<file path="config.mk">
export PLATFORM = sky130hd
export DESIGN_NAME = flash_rd_ctrl
export DESIGN_NICKNAME = d
export VERILOG_FILES = /design/src/rtl/flash_rd_pkg.sv /design/src/rtl/frd_cmd_latch.sv /design/src/rtl/frd_status_latch.sv /design/src/rtl/frd_id_decode.sv /design/src/rtl/flash_rd_ctrl.sv
export SDC_FILE = /design/constraint.sdc
export NUM_CORES = 1
export LEC_CHECK = 0
export CORE_ASPECT_RATIO = 0.9
export CORE_MARGIN = 1.5
export CORE_UTILIZATION = 34
export CTS_CLUSTER_SIZE = 10
export DETAILED_ROUTE_END_ITERATION = 7
export PLACE_DENSITY = 0.93
export SYNTH_ARGS = -nofsm -noshare
export SYNTH_HDL_FRONTEND = slang
export SYNTH_HIERARCHICAL = 1
export SYNTH_SLANG_ARGS = --single-unit
</file>
<file path="constraint.sdc">
create_clock -name clk -period 4.7 [get_ports clk]
set_clock_uncertainty 0.2 [all_clocks]
set_input_delay 0.47 -clock clk [delete_from_list [all_inputs] [get_ports clk]]
set_output_delay 0.47 -clock clk [all_outputs]
set_load 0.02 [all_outputs]
</file>
<file path="src/rtl/flash_rd_pkg.sv">
package flash_rd_pkg;
  typedef enum logic [1:0] {
    MODE_ARRAY  = 2'd0,
    MODE_IDENT  = 2'd1,
    MODE_STATUS = 2'd2
  } rd_mode_e;

  localparam logic [7:0] CMD_ARRAY  = 8'hFF;
  localparam logic [7:0] CMD_IDENT  = 8'h90;
  localparam logic [7:0] CMD_STATUS = 8'h70;
  localparam logic [7:0] MFR_CODE   = 8'h89;

  function automatic logic [7:0] dev_code(int mbit);
    case (mbit)
      128:     return 8'h18;
      64:      return 8'h17;
      default: return 8'h16;
    endcase
  endfunction
endpackage

</file>
<file path="src/rtl/frd_cmd_latch.sv">
module frd_cmd_latch
  import flash_rd_pkg::*;
(
  input  logic       clk,
  input  logic       rst_n,
  input  logic       ce_n,
  input  logic       we_n,
  input  logic [7:0] cmd_data,
  output rd_mode_e   mode
);
  logic we_q;
  logic we_rise;

  assign we_rise = !we_q && we_n && !ce_n;

  always_ff @(posedge clk) begin
    if (!rst_n) begin
      we_q <= 1'b1;
      mode <= MODE_ARRAY;
    end else begin
      we_q <= we_n;
      if (we_rise) begin
        case (cmd_data)
          CMD_ARRAY:  mode <= MODE_ARRAY;
          CMD_IDENT:  mode <= MODE_IDENT;
          CMD_STATUS: mode <= MODE_STATUS;
          default:    mode <= mode;
        endcase
      end
    end
  end
endmodule

</file>
<file path="src/rtl/frd_status_latch.sv">
module frd_status_latch (
  input  logic clk,
  input  logic rst_n,
  input  logic rd_act,
  input  logic busy,
  output logic ready
);
  logic rd_q;
  logic ready_q;
  logic first;

  assign first = rd_act && !rd_q;
  assign ready = first ? !busy : ready_q;

  always_ff @(posedge clk) begin
    if (!rst_n) begin
      rd_q    <= 1'b0;
      ready_q <= 1'b1;
    end else begin
      rd_q <= rd_act;
      if (first) ready_q <= !busy;
    end
  end
endmodule

</file>
<file path="src/rtl/frd_id_decode.sv">
module frd_id_decode
  import flash_rd_pkg::*;
#(
  parameter int ADDR_W       = 22,
  parameter int BLOCK_LSB    = 17,
  parameter int DENSITY_MBIT = 32,
  localparam int NBLK        = 2 ** (ADDR_W - BLOCK_LSB)
) (
  input  logic [ADDR_W-1:0] addr,
  input  logic [NBLK-1:0]   lock_bits,
  output logic [7:0]        id_byte
);
  localparam logic [7:0] DEV = dev_code(DENSITY_MBIT);

  logic [BLOCK_LSB-1:0]      in_blk;
  logic [BLOCK_LSB-1:0]      word_ofs;
  logic [ADDR_W-BLOCK_LSB-1:0] blk;

  assign in_blk   = addr[BLOCK_LSB-1:0];
  assign word_ofs = in_blk >> 1;
  assign blk      = addr[ADDR_W-1:BLOCK_LSB];

  always_comb begin
    if (word_ofs == BLOCK_LSB'(0))      id_byte = MFR_CODE;
    else if (word_ofs == BLOCK_LSB'(1)) id_byte = DEV;
    else if (word_ofs == BLOCK_LSB'(2)) id_byte = {7'd0, lock_bits[blk]};
    else                                id_byte = 8'h00;
  end
endmodule

</file>
<file path="src/rtl/flash_rd_ctrl.sv">
module flash_rd_ctrl
  import flash_rd_pkg::*;
#(
  parameter int ADDR_W       = 22,
  parameter int BLOCK_LSB    = 17,
  parameter int DENSITY_MBIT = 32,
  localparam int NBLK        = 2 ** (ADDR_W - BLOCK_LSB),
  localparam int DATA_W      = 16
) (
  input  logic              clk,
  input  logic              rst_n,
  input  logic              ce_n,
  input  logic              oe_n,
  input  logic              we_n,
  input  logic [ADDR_W-1:0] addr,
  input  logic [7:0]        cmd_data,
  input  logic              ism_busy,
  input  logic [NBLK-1:0]   lock_bits,
  input  logic [DATA_W-1:0] array_rdata,
  output logic [DATA_W-1:0] dq_out,
  output logic [DATA_W-1:0] dq_oe
);
  localparam logic [DATA_W-1:0] SR7_MASK = DATA_W'(8'h80);

  rd_mode_e          mode;
  logic              rd_act;
  logic              ready;
  logic [7:0]        id_byte;
  logic [DATA_W-1:0] nxt_out;
  logic [DATA_W-1:0] nxt_oe;

  assign rd_act = !ce_n && !oe_n;

  frd_cmd_latch u_cmd (
    .clk(clk), .rst_n(rst_n), .ce_n(ce_n), .we_n(we_n),
    .cmd_data(cmd_data), .mode(mode)
  );

  frd_status_latch u_sts (
    .clk(clk), .rst_n(rst_n), .rd_act(rd_act), .busy(ism_busy), .ready(ready)
  );

  frd_id_decode #(
    .ADDR_W(ADDR_W), .BLOCK_LSB(BLOCK_LSB), .DENSITY_MBIT(DENSITY_MBIT)
  ) u_id (
    .addr(addr), .lock_bits(lock_bits), .id_byte(id_byte)
  );

  always_comb begin
    nxt_out = '0;
    nxt_oe  = '0;
    if (rd_act) begin
      case (mode)
        MODE_IDENT: begin
          nxt_oe  = '1;
          nxt_out = {{(DATA_W-8){1'b0}}, id_byte};
        end
        MODE_STATUS: begin
          nxt_oe  = ready ? '1 : SR7_MASK;
          nxt_out = ready ? SR7_MASK : '0;
        end
        default: begin
          nxt_oe  = '1;
          nxt_out = array_rdata;
        end
      endcase
    end
  end

  always_ff @(posedge clk) begin
    if (!rst_n) begin
      dq_out <= '0;
      dq_oe  <= '0;
    end else begin
      dq_out <= nxt_out;
      dq_oe  <= nxt_oe;
    end
  end
endmodule

</file>
# Yosys cells after proc, flatten, opt, wreduce, memory -nomap -nowiden
# Index checks and enable logic that the tools add are counted.
[op_classes]
magnitude_cmp = 1
n_eq_ne = 7
muxes = 11
n_reduce_logical = 13
[ops]
columns = ["cell", "n"]
rows = [
  ["2-to-1 mux 16 bit", 2],
  ["one-hot mux 16 bit (2 select lines)", 1],
  ["2-to-1 mux 8 bit", 3],
  ["logical NOT 17 bit", 1],
  ["== test 16 x 1 -> 1 bit (second input constant)", 1],
  ["== test 16 x 2 -> 1 bit (second input constant)", 1],
  ["== test 8 bit (second input constant)", 2],
  ["== test 8 x 7 -> 1 bit (second input constant)", 1],
  ["< comparator 5 x 6 -> 1 bit (second input constant)", 1],
  ["one-hot mux 2 bit (3 select lines)", 1],
  ["binary-select mux 1 bit (select 5 bit)", 1],
  ["logical NOT 1 bit", 5],
  ["logical AND 1 bit", 4],
  ["AND reduction 2 bit", 2],
  ["2-to-1 mux 1 bit", 3],
  ["nonzero test 3 bit", 1],
  ["== test 2 x 1 -> 1 bit (second input constant)", 1],
  ["== test 2 bit (second input constant)", 1],
]
[word_totals]
reg_bits = 37
inputBits = 84
wordCells = 38

# Logic depth before layout (Yosys ltp)
[logic_depth]
ltp_word = 6
mapped_depth = 7
depth_no_buf = 6

# Modules after synthesis
# Netlist, hierarchy kept.
[by_module_without_submodules]
columns = ["module", "instances", "cells_per_inst", "area_each_um2", "seq_area_each_um2"]
rows = [
  ["flash_rd_ctrl", 1, 63, 704.4, 360.3],
  ["frd_id_decode", 1, 39, 410.4, 0.0],
  ["frd_cmd_latch", 1, 17, 172.7, 60.1],
  ["frd_status_latch", 1, 8, 82.6, 40.0],
]

# Worst setup path after synthesis
# OpenSTA, ideal clock, no wires.
[synth_timing]
path_type = "input -> register"
from = "input addr[17]"
to = "register dq_out[0]"
setup_ps = 117
arrival_time_ps = 1748
path_slack_ps = 2634
cell_stages = 6
cell_sequence = "buf_6 -> mux4_1 -> a22oi_1 -> a21o_1 -> a311oi_2 -> a32o_1"
[synth_between]
elab_chain_len = 6
[synth_lines]
columns = ["item", "line", "rtl"]
rows = [
  ["from (decl)", "flash_rd_ctrl.sv:15", "input logic [ADDR_W-1:0] addr,"],
  ["binary-select mux 1 bit (select 5 bit)", "frd_id_decode.sv:26", "else if (word_ofs == BLOCK_LSB'(2)) id_byte = {7'd0, lock_bits[blk]};"],
  ["2-to-1 mux 1 bit (not written as such)", "frd_id_decode.sv:26", ""],
  ["2-to-1 mux 1 bit", "frd_id_decode.sv:26", ""],
  ["2-to-1 mux 8 bit", "frd_id_decode.sv:25", "else if (word_ofs == BLOCK_LSB'(1)) id_byte = DEV;"],
  ["2-to-1 mux 8 bit", "frd_id_decode.sv:24", "if (word_ofs == BLOCK_LSB'(0)) id_byte = MFR_CODE;"],
  ["net id_byte[0]", "flash_rd_ctrl.sv:28", "logic [7:0] id_byte;"],
  ["one-hot mux 16 bit (2 select lines)", "flash_rd_ctrl.sv:53", "case (mode)"],
  ["to (signal assigned)", "flash_rd_ctrl.sv:75", "dq_out <= nxt_out;"],
  ["to (decl)", "flash_rd_ctrl.sv:20", "output logic [DATA_W-1:0] dq_out,"],
]
# The timed path passes the listed nets, and every way through them passes these cells. The select of a mux whose other input is x is not followed.
# A chain may end at the register's enable or synchronous reset.

# Final worst setup path
# Ends and elaborated chain as after synthesis.

==> results.toml <==
[grt]
top_usage_layer = "met2"
met2_usage_pct = 33.45
grt_max_degree = 16
met3_usage_pct = 4.800
met1_usage_pct = 14.12
antenna_found_initial = 0
grt_use_total_pct = 15.97
grt_pass1_vias = 1312
grt_pass1_wl_um = 5602
grt_overflow = 0

[timing]
max_slew.worst_pin.slew_ps = 545.8
period_minus_slack_ps = 2582
clock.fmax_ghz = 0.3873
fin_setup_tns_ps = 0
fin_crit_sh_pct = 54.94
timing_hold_violations_final = 0
slew_headroom_pct = 63.54
slew_violations = 0
rsz0062_at_grt = "false"
setup_violations = 0

[die]
start_util_pct = 36.21
die_w_um = 69.91
die_area_um2 = 4420
num_rows = 21
io_pins = 116
die_h_um = 63.22
core-area_um2 = 3784

[logic_synthesis]
synth-edff-count = 0
yosys.area.top_type_share_pct = 33.61
synthAdderAreaFrac_pct = 1.826
muxShareOfSynthArea_pct = 16.62
synth_top_family_by_area = "simple AND/OR/NAND/NOR gates"
yosysWarningCount = 6
synthTopCellsByArea = "dfxtp_1 34%, mux4_1 12%, buf_4 11%, a32o_1 5.1%, mux2i_1 5.1%"
async_flop_share_pct = 0
synthFlopType = "dfxtp_1"
synth_cells = 127
yosysMostFrequentCell = "dfxtp_1"
synth_simple_gate_area_share_pct = 18.17
yosysSeqAreaShare_pct = 33.61
synthXorXnorAreaFrac_pct = 0
synth_compound_area_share_pct = 14.79
synthTopCellsByCount = "23 x dfxtp_1, 20 x buf_4, 10 x and2_1, 7 x a32o_1, 7 x mux2i_1"
synth-seq-cells = 23
syn_avg_cell_area_um2 = 10.79
synth_top_area_cell = "dfxtp_1"
ys_types = 41
syn-cell-area_um2 = 1370

[final_layout]
fin_area_um2 = 2449
finalNetCount = 310
diodes = 0
syn2layout_area_growth_pct = 78.72
drive_above_1_share_pct = 6.278

[clock_network]
postCtsResizedCells = 0
htree_levels = 1
clock_path_buffers = 2
cts_tree = "built"
cts_made_buffers = 3
hold_buffers = 0
postCtsSetupRepairBufs = 0
root_buffer = "clkbuf_8"
cts_sinks = 23
clk_latency_ps = 260
clk_pin_slew_ps = 80

[critical_path]
endpoint = "dq_out[0]"
r2r-start = "u_cmd/mode[0]"
r2r-end = "dq_out[4]"
cp-startpoint = "addr[17]"
worstPathArrival_ps = 2540
critical_path_class = "in -> reg"
start_kind = "primary input"
worstPathRequired_ps = 4660
cp_max_fo = 10
r2r_cells = 4
cp-end-kind = "register"
rrSetupSlack_ps = 2970

[status]
status = "complete, no violations"

[placed_design]
placed_cell_area_um2 = 2402
hpwl_um = 3090
port_buffers = 114
place_congestion = 0.7087

[route]
vias_per_cell = 5.045
ant_nets = 0
drc = 0
avgRoutedWirePerCell_um = 13.24
vias = 1357
drtIter0Drc = 39
dr.pass1.iters = 4
drt-total-wl_um = 3562

[hold_path]
holdCritPathClass = "reg -> reg"

[power_and_ir_drop]
power-per-cell-area_nw_per_um2 = 189.0
ir_drop_v = 0.0001155
power_leakage_nw = 0.9307
finalPower_mw = 0.4628

[job]
cap_violations = 0
[worst min-delay path by stage]
stage	depth (start not counted)	to	startpoint
final	2	u_sts/ready_q	u_sts/ready_q
after global routing	2	u_sts/ready_q	u_sts/ready_q
after CTS	2	u_sts/ready_q	u_sts/ready_q
after detailed placement	2	u_sts/ready_q	u_sts/ready_q
after global placement	2	u_sts/ready_q	u_sts/ready_q
after floorplan	2	u_sts/ready_q	u_sts/ready_q
[through the flow]
stage	setup WS [ps]	utilization [%]	cells	hold slack, ps
6_report	2118	64.72	269	271.2
5_1_grt	2024	64.72	269	282.4
4_1_cts	2109	64.72	269	269.0
3_5_place_dp	1834	63.49	265	255.1
3_3_place_gp	1843	63.49	265	255.3
2_1_floorplan	2634	-	128	236.6
[critical path, stage by stage]
cell and delay, ps:
clkdlybuf4s50_1 790, mux4_1 620, a22oi_1 200, a21o_1 150, a311oi_2 80, a32o_1 220
[cell type report]
cell class / instances / area, µm²
clock buffer: 3 / 41.29
clock inverter: 1 / 5.005
fill: 305 / 1335
inverter: 7 / 31.28
multi-input combinational: 75 / 711.9
sequential: 23 / 460.4
tap: 46 / 57.56
timing repair buffer: 114 / 1141
[state kept, by name, indices dropped and copies added (netlist names)]
name	flops
dq_oe	2
dq_out	16
u_cmd/mode	2
u_cmd/we_q	1
u_sts/rd_q	1
u_sts/ready_q	1
[per-layer routing]
| layer | up-vias | share of wire [%] | routed length (µm) |
|---|---|---|---|
| li1 | 650 | - | - |
| met1 | 620 | 34 | 1205 |
| met3 | 4 | 11 | 389 |
| met4 | 0 | 1.0 | 36 |
| met2 | 83 | 54 | 1931 |
| met5 | - | 0 | 0 |
[cell usage in the layout, fill, tap and decap left out, types with 2 or more instances in the layout]
master           netlist  routed
clkdlybuf4s50_1        0     114
dfxtp_1               23      23
and2_1                10      10
a32o_1                 7       7
mux2i_1                7       7
inv_1                  6       6
mux4_1                 6       6
nand2_1                4       4
nor2b_1                3       3
clkbuf_8               0       3
nor4_1                 3       3
nor2_1                 2       2
nor3_1                 2       2
ha_1                   2       2
nand3_1                2       2
o41ai_1                2       2
nand2b_1               2       2
a221oi_2               2       2
conb_1                 1       2
[power by group]
group	internal [mW]	total (mW)	switching [mW]
Sequential	0.200	0.203	0.00255
Combinational	0.0944	0.139	0.0447
Clock	0.0592	0.121	0.0618
[cell families after synthesis]
family	Yosys count
muxes	13
DFF	23
AOI/OAI and AO/OA	21
buffers and inverters	30
and+or+nand+nor	37
other	1
adders and majority gates	2
No activity file was read; power rests on OpenSTA's default activity.
